### config.mk
export PLATFORM = sky130hd
export DESIGN_NAME = hazard_ctrl
export DESIGN_NICKNAME = d
export VERILOG_FILES = /design/src/rtl/hazard_pkg.sv /design/src/rtl/hazard_src_sel.sv /design/src/rtl/hazard_mul_track.sv /design/src/rtl/hazard_ctrl.sv
export SDC_FILE = /design/constraint.sdc
export NUM_CORES = 1
export LEC_CHECK = 0
export BUFFER_PORTS_ARGS = -buffer_cell sky130_fd_sc_hd__buf_2
export CORE_ASPECT_RATIO = 1.25
export CORE_MARGIN = 10
export CORE_UTILIZATION = 35
export DETAILED_ROUTE_END_ITERATION = 10
export PLACE_DENSITY = 0.67
export SYNTH_ARGS = -nofsm -noshare
export SYNTH_HDL_FRONTEND = slang
export SYNTH_SLANG_ARGS = --single-unit
### constraint.sdc
create_clock -name clk -period 2.25 [get_ports clk]
set_clock_uncertainty 0.05 [all_clocks]
set_input_delay 0 -clock clk [delete_from_list [all_inputs] [get_ports clk]]
set_output_delay 0 -clock clk [all_outputs]
set_load 0.01 [all_outputs]
### src/rtl/hazard_pkg.sv
package hazard_pkg;
  typedef enum logic [1:0] {
    SRC_RF = 2'd0,
    SRC_X  = 2'd1,
    SRC_M  = 2'd2,
    SRC_W  = 2'd3
  } fwd_src_e;
endpackage

### src/rtl/hazard_src_sel.sv
module hazard_src_sel
  import hazard_pkg::*;
#(
  parameter int REG_AW = 5
) (
  input  logic              clk,
  input  logic              rst_n,
  input  logic              rd_en,
  input  logic [REG_AW-1:0] rd_reg,
  input  logic              x_wr_en,
  input  logic [REG_AW-1:0] x_wr_reg,
  input  logic              x_load,
  input  logic              m_wr_en,
  input  logic [REG_AW-1:0] m_wr_reg,
  input  logic              w_wr_en,
  input  logic [REG_AW-1:0] w_wr_reg,
  output fwd_src_e          sel,
  output logic              load_stall
);
  logic live, hit_x, hit_m, hit_w;

  assign live  = rd_en && (rd_reg != '0);
  assign hit_x = live && x_wr_en && (x_wr_reg == rd_reg);
  assign hit_m = live && m_wr_en && (m_wr_reg == rd_reg);
  assign hit_w = live && w_wr_en && (w_wr_reg == rd_reg);

  always_comb begin
    load_stall = 1'b0;
    sel        = SRC_RF;
    if (hit_x) begin
      if (x_load) load_stall = 1'b1;
      else        sel        = SRC_X;
    end else if (hit_m) begin
      sel = SRC_M;
    end else if (hit_w) begin
      sel = SRC_W;
    end
  end

  // writeback is chosen only when memory holds no newer copy
  a_r3_youngest_first: assert property (@(posedge clk) disable iff (!rst_n)
    (sel == SRC_W) |-> !(m_wr_en && m_wr_reg == rd_reg));

  // register 0 is never forwarded and never stalls
  a_r2_zero_reg: assert property (@(posedge clk) disable iff (!rst_n)
    (rd_reg == '0) |-> (sel == SRC_RF && !load_stall));

  // a forwarded operand must have been read
  a_r1_read_needed: assert property (@(posedge clk) disable iff (!rst_n)
    (sel != SRC_RF) |-> rd_en);
endmodule

### src/rtl/hazard_mul_track.sv
module hazard_mul_track #(
  parameter int REG_AW = 5
) (
  input  logic              clk,
  input  logic              rst_n,
  input  logic              issue,
  input  logic [REG_AW-1:0] issue_reg,
  input  logic              done,
  input  logic              d_wr_en,
  input  logic [REG_AW-1:0] d_wr_reg,
  output logic              waw_stall
);
  logic              pend_q;
  logic [REG_AW-1:0] dest_q;

  always_ff @(posedge clk) begin
    if (!rst_n) begin
      pend_q <= 1'b0;
      dest_q <= '0;
    end else if (issue) begin
      pend_q <= 1'b1;
      dest_q <= issue_reg;
    end else if (done) begin
      pend_q <= 1'b0;
    end
  end

  assign waw_stall = pend_q && d_wr_en && (d_wr_reg == dest_q) && (dest_q != '0);

  // an issue is recorded on the following cycle
  a_r9_capture: assert property (@(posedge clk) disable iff (!rst_n)
    issue |=> (pend_q && dest_q == $past(issue_reg)));

  // completion without a new issue drops the record
  a_r9_release: assert property (@(posedge clk) disable iff (!rst_n)
    (done && !issue) |=> !pend_q);
endmodule

### src/rtl/hazard_ctrl.sv
module hazard_ctrl
  import hazard_pkg::*;
#(
  parameter int REG_AW = 5
) (
  input  logic              clk,
  input  logic              rst_n,
  input  logic              d_rd_en0,
  input  logic [REG_AW-1:0] d_rd_reg0,
  input  logic              d_rd_en1,
  input  logic [REG_AW-1:0] d_rd_reg1,
  input  logic              d_wr_en,
  input  logic [REG_AW-1:0] d_wr_reg,
  input  logic              d_mul,
  input  logic              d_early_wb,
  input  logic              x_wr_en,
  input  logic [REG_AW-1:0] x_wr_reg,
  input  logic              x_load,
  input  logic              m_wr_en,
  input  logic [REG_AW-1:0] m_wr_reg,
  input  logic              w_wr_en,
  input  logic [REG_AW-1:0] w_wr_reg,
  input  logic              mul_ready,
  input  logic              mul_done,
  output logic [1:0]        fwd_sel0,
  output logic [1:0]        fwd_sel1,
  output logic              stall,
  output logic              f_en,
  output logic              d_en,
  output logic              dx_bubble
);
  localparam int NSRC = 2;

  logic [NSRC-1:0]   src_en;
  logic [REG_AW-1:0] src_reg [NSRC];
  fwd_src_e          src_sel [NSRC];
  logic [NSRC-1:0]   src_ld_stall;
  logic              port_stall, busy_stall, waw_stall, mul_issue;

  assign src_en     = {d_rd_en1, d_rd_en0};
  assign src_reg[0] = d_rd_reg0;
  assign src_reg[1] = d_rd_reg1;

  for (genvar g = 0; g < NSRC; g++) begin : g_src
    hazard_src_sel #(.REG_AW(REG_AW)) u_sel (
      .clk        (clk),
      .rst_n      (rst_n),
      .rd_en      (src_en[g]),
      .rd_reg     (src_reg[g]),
      .x_wr_en    (x_wr_en),
      .x_wr_reg   (x_wr_reg),
      .x_load     (x_load),
      .m_wr_en    (m_wr_en),
      .m_wr_reg   (m_wr_reg),
      .w_wr_en    (w_wr_en),
      .w_wr_reg   (w_wr_reg),
      .sel        (src_sel[g]),
      .load_stall (src_ld_stall[g])
    );
  end

  assign port_stall = x_load && d_early_wb;
  assign busy_stall = d_mul && !mul_ready;
  assign mul_issue  = d_mul && !stall;

  hazard_mul_track #(.REG_AW(REG_AW)) u_mul (
    .clk       (clk),
    .rst_n     (rst_n),
    .issue     (mul_issue),
    .issue_reg (d_wr_reg),
    .done      (mul_done),
    .d_wr_en   (d_wr_en),
    .d_wr_reg  (d_wr_reg),
    .waw_stall (waw_stall)
  );

  assign stall     = (|src_ld_stall) || port_stall || busy_stall || waw_stall;
  assign f_en      = !stall;
  assign d_en      = !stall;
  assign dx_bubble = stall;
  assign fwd_sel0  = src_sel[0];
  assign fwd_sel1  = src_sel[1];

  // load ahead of an early writer always holds decode
  a_r7_port_conflict: assert property (@(posedge clk) disable iff (!rst_n)
    (x_load && d_early_wb) |-> (stall && !d_en));

  // a multiply cannot leave decode while the unit is busy
  a_r8_mul_wait: assert property (@(posedge clk) disable iff (!rst_n)
    (d_mul && !mul_ready) |-> (!f_en && dx_bubble));

  // a load-use operand is never reported as forwarded from execute
  a_r4_load_use: assert property (@(posedge clk) disable iff (!rst_n)
    (x_load && (fwd_sel0 == 2'd1 || fwd_sel1 == 2'd1)) |-> 1'b0);
endmodule

==> flow_summary_export.csv, run 1 <==
group,metric,value,unit
clock_network,cts_max_level,1,
floorplan,ios,51,
cells_and_area,area_delta_synth_final,45.2,%
yosys,yosys_warnings,0,
power,p_total,383,uW
status,run_status,"completed",
run,max-cap-violations,0,
setup_path,regToRegEndpoint,"u_mul.dest_q[1]$_SDFFE_PN0P_",
sta,worst_pin_slew,387,ps
setup_path,critPathLaunch,"d_wr_reg[1]",
clock_network,cts_buffer_depth,2,
cells_and_area,n_fill_cell,219,
setup_path,rr_worst_depth,6,
clock_network,cts_tree,"built",
setup_path,cp_slowest_cell,"dlygate4sd3_1",
yosys,synth.distinct_cells,29,
cells_and_area,post_route_cells_drive_above_1_share,37.3,%
sta,fin_crit,1900,ps
route,vias,924,
setup_path,regToRegSetupSlack,410,ps
clock_network,clkLatencyLatePin,250,ps
sta,relSlewSlack,74.1,%
floorplan,start_util,36.4,%
grt,grt_remaining_overflow,0,
floorplan,die_area,4560,um^2
floorplan,core_area,2160,um^2
route,wl_per_cell,14.3,um
clock_network,root_buffer,"clkbuf_4",
placed_design,gp_congestion,0.827,
setup_path,crit_path_start_kind,"input port",
power,p_leak,0.544,nW
sta,finalSetupViolations,0,
setup_path,critPathKind,"in2reg",
route,route.detailed.drc,0,
yosys,avgSynthCellArea,8.20,um^2
clock_network,cts_resized,0,
yosys,ys_ff_latch,6,
sta,drv_slew,0,
power,ir_drop,0.140,mV
floorplan,die_y,73.0,um
yosys,synth-seq-area-share,15.3,%
setup_path,path_cells,"dlygate4sd3_1 > buf_2 > xor2_1 > nor3_1 > o2111ai_1 > and4_1 > and3_1 > a22o_1",
sta,hold_viol,0,
cells_and_area,nets,198,
cells_and_area,n_antenna_cell,0,
sta,tns,0,ps
setup_path,cp_num_buf_inv,2,
setup_path,crit_path_end_kind,"flip-flop",
sta,rsz0062_at_grt,"false",
grt,antenna_found_initial,0,
setup_path,timing.rr.start,"u_mul.dest_q[1]$_SDFFE_PN0P_",
yosys,syn-cell-area,787,um^2
worst_hold_path,min_path_cells,3,
setup_path,crit_cells,8,
grt,grt_pass1_vias,1061,
sta,fmax,527,MHz
power,p_per_area,335,nW/um^2
route,drt_pass1_iterations,5,
cells_and_area,stdcell_area,1140,um^2
clock_network,numCtsBuffers,3,
grt,grt_pass1_wl,4460,um
setup_path,required,2330,ps
floorplan,die_w,62.4,um
grt,grt_usage,11.5,%
route,ant_nets,0,
worst_hold_path,hold_path.class,"in2out",
yosys,netlist_instances,96,
grt,grt_max_degree,7,
setup_path,crit_path_max_fanout,6,
floorplan,rows,19,
clock_network,clock-sinks,6,
route,drt-total-wl,2640,um
route,viasPerCell,5.02,
placed_design,place_area,1050,um^2
clock_network,clk_pin_slew_worst_paths,40,ps
route,first_iter_violations,20,
setup_path,cp_top_family,"simple AND/OR/NAND/NOR gates",
placed_design,numPortBuffers,50,
setup_path,crit_end,"u_mul.dest_q[1]$_SDFFE_PN0P_",
setup_path,cp.arrival,1980,ps
sta,fin_crit_sh,84.4,%
setup_path,critPathMaxStageDelay,530,ps
yosys,synth_fp_nets,139,
## flip-flops by register name (all words and copies together) (netlist names)
name,count
u_mul.dest_q,5
u_mul.pend_q,1
## cell usage in the layout, fill, tap and decap left out, types with 2 or more instances in the layout
| cell type | instances |
|---|---|
| buf_2 | 50 |
| xor2_1 | 22 |
| nor2_1 | 5 |
| xnor2_1 | 12 |
| nand3_1 | 4 |
| dfxtp_1 | 6 |
| nor4_1 | 5 |
| o21a_1 | 2 |
| clkbuf_4 | 3 |
| nor3_1 | 3 |
| dlygate4sd3_1 | 7 |
| nand4_1 | 2 |
| and3_1 | 2 |
| inv_1 | 2 |
| nand2_1 | 7 |
| o21ai_0 | 3 |
| a22o_1 | 5 |
## per-stage QoR
stage,cells,utilization [%],setup slack (ps),hold slack (ps)
after CTS,184,52.8,327,292
after global routing,184,52.8,244,314
after detailed placement,174,48.5,393,199
final,184,52.8,351,280
after global placement,174,48.5,455,200
after floorplan,96,-,599,80.0
## cell type report
cell class                      instances  area, um^2  share of cell area, %
Clock buffer                            3        22.5                   1.97
Inverter                                2        7.51                  0.657
Multi-Input combinational cell         85         633                   55.4
Sequential cell                         6         120                   10.5
Tap cell                               31        38.8                   3.40
Timing Repair Buffer                   57         320                   28.0
## cell usage after synthesis
cell type / n / area, um^2
xor2_1: 22 / 193
xnor2_1: 12 / 105
nand2_1: 7 / 26.3
dfxtp_1: 6 / 120
a22o_1: 5 / 43.8
nor2_1: 5 / 18.8
nor4_1: 5 / 31.3
nand3_1: 4 / 20.0
nor3_1: 3 / 15.0
o21ai_0: 3 / 15.0
and3_1: 2 / 12.5
buf_4: 2 / 15.0
inv_1: 2 / 7.51
nand4_1: 2 / 12.5
o21a_1: 2 / 15.0
a21bo_1: 1 / 10.0
a21boi_1: 1 / 7.51
a21oi_1: 1 / 5.00
a31o_1: 1 / 8.76
and4_1: 1 / 8.76
buf_6: 1 / 11.3
nand2b_1: 1 / 6.26
nand3b_1: 1 / 7.51
nand4b_2: 1 / 15.0
nor4_2: 1 / 12.5
o2111ai_1: 1 / 8.76
o211ai_1: 1 / 7.51
o21ai_4: 1 / 16.3
or4_4: 1 / 11.3
## worst register-to-register path, cell delays in order, from the launching register on
cell	delay [ps]
dfxtp_1	330
xor2_1	160
nor3_1	250
o2111ai_1	190
and4_1	240
and3_1	250
a22o_1	250
## report_power, final
| group | internal, mW | switching, mW |
|---|---|---|
| registers | 0.112 | 0.00428 |
| clock network | 0.0605 | 0.0408 |
| logic | 0.0849 | 0.0808 |
## routing by layer
layer / vias to the layer above / global-route usage, % / part of all wire, %
met3: 7 / 4.15 / 8.2
met5: - / 0 / 0
met2: 45 / 22.7 / 51
li1: 459 / - / -
met4: 0 / 4.48 / 2.2
met1: 413 / 10.6 / 38
## kinds of logic (layout without fill, tap and decap cells)
group / count (synthesis) / after routing / share of synthesized area, %
compound gates: 17 / 17 / 17.5
flops: 6 / 6 / 15.3
xor+xnor: 34 / 34 / 37.8
buf+inv: 5 / 62 / 4.29
simple gates: 34 / 34 / 25.1
## worst min path at each step
stage / start / end / slack (ps)
6_report: x_load / fwd_sel1[0] / 280
5_1_grt: x_load / fwd_sel1[0] / 310
4_1_cts: x_load / fwd_sel1[0] / 290
3_5_place_dp: d_wr_reg[3] / u_mul.dest_q[3]$_SDFFE_PN0P_ / 200
3_3_place_gp: d_wr_reg[1] / u_mul.dest_q[1]$_SDFFE_PN0P_ / 200
2_1_floorplan: x_load / fwd_sel0[0] / 80
## repair_timing
action | in CTS | in global routing
hold endpoints to repair | 6 | 0
buffers inserted | 0 | 0
hold buffers | 7 | 0
Power figures use the tool's default switching activity.
==> inputs of run 2 (changes only) <==
--- a/config.mk
+++ b/config.mk
@@ -10,7 +10,7 @@
 export CORE_MARGIN = 10
 export CORE_UTILIZATION = 35
 export DETAILED_ROUTE_END_ITERATION = 10
-export PLACE_DENSITY = 0.67
+export PLACE_DENSITY = 0.7
 export SYNTH_ARGS = -nofsm -noshare
 export SYNTH_HDL_FRONTEND = slang
 export SYNTH_SLANG_ARGS = --single-unit
==> constraint.sdc (replaced) <==
create_clock -name clk -period 1.7 [get_ports clk]
set_clock_uncertainty 0.05 [all_clocks]
set_input_delay 0 -clock clk [delete_from_list [all_inputs] [get_ports clk]]
set_output_delay 0 -clock clk [all_outputs]
set_load 0.01 [all_outputs]
==> run 2 against run 1 <==
Net effect:
- sequential cell count unchanged
- via count rose by 3.1%
- sequential share of layout area shrank 0.59 points
- utilization is 4.3 points higher
- critical path type is now reg2reg
- highest routed layer unchanged
==> flow_summary_export.csv, run 2 (synthesis results as in run 1) <==
group,metric,value,unit
status,run_status,"completed",
clock_network,cts_buffer_depth,2,
power,p_per_area,434,nW/um^2
power,ir_drop,0.205,mV
route,wl_per_cell,14.6,um
cells_and_area,register_area,123,um^2
placed_design,hpwl,2420,um
route,route.met2.wl,1380,um
power,p_leak,0.583,nW
setup_path,cp_num_buf_inv,0,
grt,grt_pass1_vias,1083,
sta,fin_crit_sh,97.0,%
clock_network,clk_pin_slew_worst_paths,50,ps
cells_and_area,finish.utilization,57.1,%
setup_path,cp.arrival,1800,ps
cells_and_area,n_fill_cell,202,
placed_design,place_ws,-20.6,ps
run,max-cap-violations,0,
placed_design,place_area,1090,um^2
route,ant_nets,0,
clock_network,clkLatencyLatePin,260,ps
sta,rsz0062_at_grt,"true",
cells_and_area,area_delta_synth_final,56.9,%
route,vias,953,
route,routed.top_layer,"met4",
cells_and_area,layout_commonest_cell,"buf_2",
setup_path,crit_path_start_kind,"flip-flop",
cells_and_area,top_regs,"u_mul.dest_q x5, u_mul.pend_q x1",
setup_path,cp_slowest_cell,"dfxtp_2",
sta,fmax,606,MHz
floorplan,start_util,36.4,%
floorplan,die_w,62.4,um
placed_design,gp_congestion,0.810,
grt,grt_max_degree,7,
floorplan,ios,51,
setup_path,required,1850,ps
clock_network,cts_max_level,1,
cells_and_area,nets,204,
sta,finalSetupViolations,0,
clock_network,numCtsBuffers,3,
floorplan,rows,19,
route,route.detailed.drc,0,
worst_hold_path,hold_path.class,"in2out",
setup_path,cp_top_family,"simple AND/OR/NAND/NOR gates",
cells_and_area,largest_reg_flops,5,
floorplan,die_area,4560,um^2
placed_design,numPortBuffers,50,
route,route.met3.wl,212,um
setup_path,critPathMaxStageDelay,340,ps
sta,fin_ws,50.5,ps
grt,grt_remaining_overflow,0,
cells_and_area,largest-register,"u_mul.dest_q",
cells_and_area,multiInputGateArea,678,um^2
cells_and_area,final_cell_mix,"buf_2, xor2_1, xnor2_1, nand2_1, dlygate4sd3_1",
grt,grt_pass1_wl,4630,um
grt,antenna_found_initial,0,
setup_path,critPathKind,"reg2reg",
floorplan,die_y,73.0,um
route,drt-met1-wl,1130,um
cells_and_area,stdcell_area,1230,um^2
cells_and_area,post_route_cells_drive_above_1_share,44.7,%
route,drt_pass1_iterations,4,
route,first_iter_violations,25,
power,p_total,536,uW
floorplan,core_area,2160,um^2
route,drt-total-wl,2780,um
clock_network,root_buffer,"clkbuf_4",
cells_and_area,n_antenna_cell,0,
clock_network,cts_tree,"built",
sta,hold_viol,0,
route,viasPerCell,5.02,
clock_network,clock-sinks,6,
sta,fin_crit,1650,ps
setup_path,crit_path_end_kind,"flip-flop",
sta,drv_slew,0,
setup_path,crit_path_max_fanout,6,
sta,relSlewSlack,82.2,%
grt,grt_usage,12.3,%
clock_network,cts_setup_buffers,0,
sta,worst_pin_slew,265,ps
setup_path,path_cells,"nor4_4 > nor2_1 > o2111ai_2 > and4_4 > and3_4 > a22o_1",
## run 2: changes by cell type in the layout (fill, tap and decap cells not counted), sizes merged
cell and change:
buf +6
## run 2: layer usage
layer,track usage (%),vias to the layer above
met4,4.73,0
met2,23.5,47
met5,0,-
li1,-,472
met1,12.1,429
met3,3.99,5
## run 2: per-stage QoR
step | hold WS (ps) | cells | setup TNS (ps)
final | 274 | 190 | 0
after global routing | 303 | 190 | -158
after CTS | 276 | 190 | 0
after detailed placement | 207 | 180 | -60.0
after global placement | 194 | 180 | 0
after floorplan | 80.0 | 96 | 0
## run 2: power breakdown
group	total, mW	internal (mW)	switching, mW
Sequential	0.156	0.148	0.00802
Combinational	0.239	0.126	0.114
Clock	0.141	0.0804	0.0605
## run 2: area by class of cell
type	count	share of cell area, %
multi-input combinational	85	54.9
timing repair buffer	63	29.6
sequential	6	9.93
tap	31	3.14
clock buffer	3	1.82
inverter	2	0.608
## run 2: tightest hold or removal path, stage by stage
cell     delay, ps
buf_2          110
o21ai_0         80
buf_2          130
## run 2: timing repair
item                       CTS  global route
setup endpoints to repair    5            10
hold buffers                 7             0
pin swaps                    1             6
resized for setup            3             8
hold endpoints to repair     6             0
## run 2: final timing paths
| kind | endpoint | from | slack [ps] | depth (start not counted) |
|---|---|---|---|---|
| setup / recovery | u_mul.dest_q[0]$_SDFFE_PN0P_ | u_mul.dest_q[3]$_SDFFE_PN0P_ | 50 | 6 |
| hold / removal | fwd_sel1[0] | x_load | 270 | 3 |
| setup reg to reg | u_mul.dest_q[0]$_SDFFE_PN0P_ | u_mul.dest_q[3]$_SDFFE_PN0P_ | 50 | 6 |
| hold reg to reg | u_mul.pend_q$_SDFFE_PN0P_ | u_mul.pend_q$_SDFFE_PN0P_ | 450 | 1 |
==> inputs of run 3 (changes only) <==
--- a/config.mk
+++ b/config.mk
@@ -5,12 +5,14 @@
 export SDC_FILE = /design/constraint.sdc
 export NUM_CORES = 1
 export LEC_CHECK = 0
+export ABC_AREA = 1
 export BUFFER_PORTS_ARGS = -buffer_cell sky130_fd_sc_hd__buf_2
 export CORE_ASPECT_RATIO = 1.25
 export CORE_MARGIN = 10
 export CORE_UTILIZATION = 35
 export DETAILED_ROUTE_END_ITERATION = 10
-export PLACE_DENSITY = 0.7
+export PLACE_DENSITY = 0.66
+export SETUP_SLACK_MARGIN = 0.3
 export SYNTH_ARGS = -nofsm -noshare
 export SYNTH_HDL_FRONTEND = slang
 export SYNTH_SLANG_ARGS = --single-unit
==> run 3 against run 2 <==
Net effect:
- die area up 20%
- hold slack worse by 160 ps
- critical path depth rose by 2
- design area up 16%
- wire length increased by 19%
- via count up 40%
- critical path type is now reg2out
- critical endpoint is now f_en
- highest routed layer unchanged
==> flow_summary_export.csv, run 3 <==
group,metric,value,unit
sta,fin_crit,1480,ps
power,combPwrFrac,50.7,%
clock_network,cts_buffer_depth,2,
route,viasPerCell,4.73,
floorplan,die_area,5450,um^2
clock_network,cts_max_level,1,
route,wl_per_cell,11.7,um
cells_and_area,finish.utilization,52.2,%
clock_network,clkLatencyLatePin,250,ps
grt,grt_max_degree,12,
cells_and_area,layout_commonest_cell,"nand2_1",
clock_network,numCtsBuffers,3,
clock_network,clk_pin_slew_worst_paths,40,ps
floorplan,die_w,68.0,um
setup_path,rr_worst_depth,8,
sta,relSlewSlack,74.5,%
yosys,netlist.area_leader.share,23.8,%
yosys,synth_fp_nets,234,
grt,grt_pass1_wl,5600,um
setup_path,required,1650,ps
sta,fmax,677,MHz
sta,drv_slew,0,
power,p_per_area,419,nW/um^2
yosys,synth_most_common_cell,"nand2_1",
cells_and_area,fin_cells,282,
cells_and_area,n_antenna_cell,0,
run,max-cap-violations,0,
placed_design,gp_congestion,0.892,
grt,grt_pass1_vias,1345,
setup_path,timing.rr.start,"u_mul.dest_q[1]$_SDFFE_PN0P_",
cells_and_area,nets,293,
route,vias,1333,
route,ant_nets,0,
floorplan,rows,21,
yosys,syn-cell-area,1010,um^2
yosys,netlist_instances,191,
power,clockPowerShare,22.1,%
yosys,ys_top_cells_by_count,"nand2_1, inv_1, nor2_1",
sta,finalSetupViolations,0,
yosys,avgSynthCellArea,5.29,um^2
power,p_int,368,uW
grt,antenna_found_initial,0,
power,p_switching,229,uW
grt,grt_remaining_overflow,0,
floorplan,start_util,37.0,%
setup_path,crit_path_end_kind,"primary output",
placed_design,placedCellCount,272,
status,run_status,"completed",
worst_hold_path,min_path_cells,3,
clock_network,cts_setup_buffers,0,
setup_path,cp.arrival,1430,ps
cells_and_area,post_route_cells_drive_above_1_share,33.9,%
setup_path,crit_path_start_kind,"flip-flop",
power,seqPwrFrac,27.2,%
floorplan,die_y,80.1,um
yosys,synth-seq-area-share,11.9,%
sta,tns,0,ps
setup_path,regToRegEndpoint,"u_mul.dest_q[4]$_SDFFE_PN0P_",
cells_and_area,top_regs,"u_mul.dest_q x5, u_mul.pend_q x1",
yosys,yosys_warnings,0,
floorplan,ios,51,
cells_and_area,area_delta_synth_final,41.3,%
yosys,ys.flop_type,"dfxtp_1",
worst_hold_path,min-delay-start,"d_mul",
sta,fin_crit_sh,86.9,%
cells_and_area,largest_reg_flops,5,
setup_path,crit_path_max_fanout,3,
clock_network,root_buffer,"clkbuf_4",
worst_hold_path,whs_endpoint,"u_mul.pend_q$_SDFFE_PN0P_",
cells_and_area,largest-register,"u_mul.dest_q",
yosys,synth_area_leaders,"nand2_1, dfxtp_1, inv_1",
yosys,ys_ff_latch,6,
power,p_leak,0.814,nW
placed_design,hpwl,2870,um
route,route.detailed.drc,0,
route,first_iter_violations,60,
yosys,synth.largest_area_cell,"nand2_1",
power,ir_drop,0.172,mV
clock_network,clock-sinks,6,
sta,hold_viol,0,
worst_hold_path,hold_path.class,"in2reg",
floorplan,core_area,2730,um^2
cells_and_area,final_cell_mix,"nand2_1, buf_2, nor2_1, inv_1, inv_2",
yosys,synth-edff-count,0,
route,drt-total-wl,3300,um
route,drt_pass1_iterations,5,
clock_network,cts_tree,"built",
power,swShare,38.4,%
sta,rsz0062_at_grt,"true",
placed_design,numPortBuffers,50,
grt,grt_usage,12.5,%
yosys,synth.distinct_cells,29,
setup_path,regToRegSetupSlack,290,ps
setup_path,critPathKind,"reg2out",
sta,worst_pin_slew,379,ps
yosys,async_reset_ff_share,0,%
run 3: cells by family after synthesis:
| group | share of synthesized area (%) |
|---|---|
| AO/OA/AOI/OAI | 10.2 |
| AND/OR/NAND/NOR | 53.5 |
| XOR/XNOR | 9.54 |
| flip-flops | 11.9 |
| buffers and inverters | 14.9 |
run 3: worst max-delay path, cell delays in order (launching register included):
cell and delay (ps):
dfxtp_2 330, nor2_2 120, nand3_2 80, a21oi_2 150
nor2_2 70, nor2_4 140, nand3_2 110, inv_2 90
buf_6 100
run 3: cell type report:
type / count / area [um^2]
fill: 305 / 1310
multi-input combinational: 149 / 781
timing repair buffer: 57 / 333
sequential: 6 / 124
inverter: 33 / 124
tap: 34 / 42.5
clock buffer: 3 / 22.5
run 3: how the worst max path moves through the flow:
stage	startpoint	to	slack, ps	cells past startpoint
final	u_mul.dest_q[1]$_SDFFE_PN0P_	f_en	220	8
after detailed placement	u_mul.dest_q[1]$_SDFFE_PN0P_	u_mul.dest_q[3]$_SDFFE_PN0P_	250	8
after global placement	u_mul.dest_q[1]$_SDFFE_PN0P_	u_mul.dest_q[4]$_SDFFE_PN0P_	290	8
after floorplan	u_mul.dest_q[0]$_SDFFE_PN0P_	u_mul.dest_q[1]$_SDFFE_PN0P_	440	9
after global routing	u_mul.dest_q[1]$_SDFFE_PN0P_	d_en	110	8
after CTS	u_mul.dest_q[1]$_SDFFE_PN0P_	f_en	270	10
run 3: metrics by stage:
| stage | setup slack, ps | hold slack (ps) | cell area, um^2 | power (mW) |
|---|---|---|---|---|
| 6_report | 222 | 115 | 1430 | 0.597 |
| 5_1_grt | 109 | 135 | 1430 | 0.649 |
| 4_1_cts | 275 | 136 | 1390 | 0.582 |
| 3_5_place_dp | 254 | 202 | 1280 | 0.432 |
| 3_3_place_gp | 295 | 197 | 1280 | 0.430 |
| 2_1_floorplan | 437 | 70.4 | 1010 | 0.323 |
run 3: timing repair:
action,in CTS,in global routing
hold buffers,7,0
hold endpoints to repair,6,0
pin swaps,2,6
endpoints found under the setup margin,10,11
gates resized for setup,6,14
run 3: power groups by stage:
stage | registers, mW | logic, mW | clock network (mW)
after detailed placement | 0.161 | 0.271 | 0
after CTS | 0.160 | 0.288 | 0.134
after global routing | 0.163 | 0.342 | 0.144
final | 0.162 | 0.303 | 0.132
after global placement | 0.161 | 0.269 | 0
after floorplan | 0.160 | 0.163 | 0
run 3: per-layer routing:
layer | wire (um) | vias up | GRT usage (%)
li1 | - | 708 | -
met1 | 1320 | 575 | 13.0
met2 | 1680 | 46 | 22.8
met3 | 268 | 4 | 3.75
met4 | 34 | 0 | 4.44
met5 | 0 | - | 0
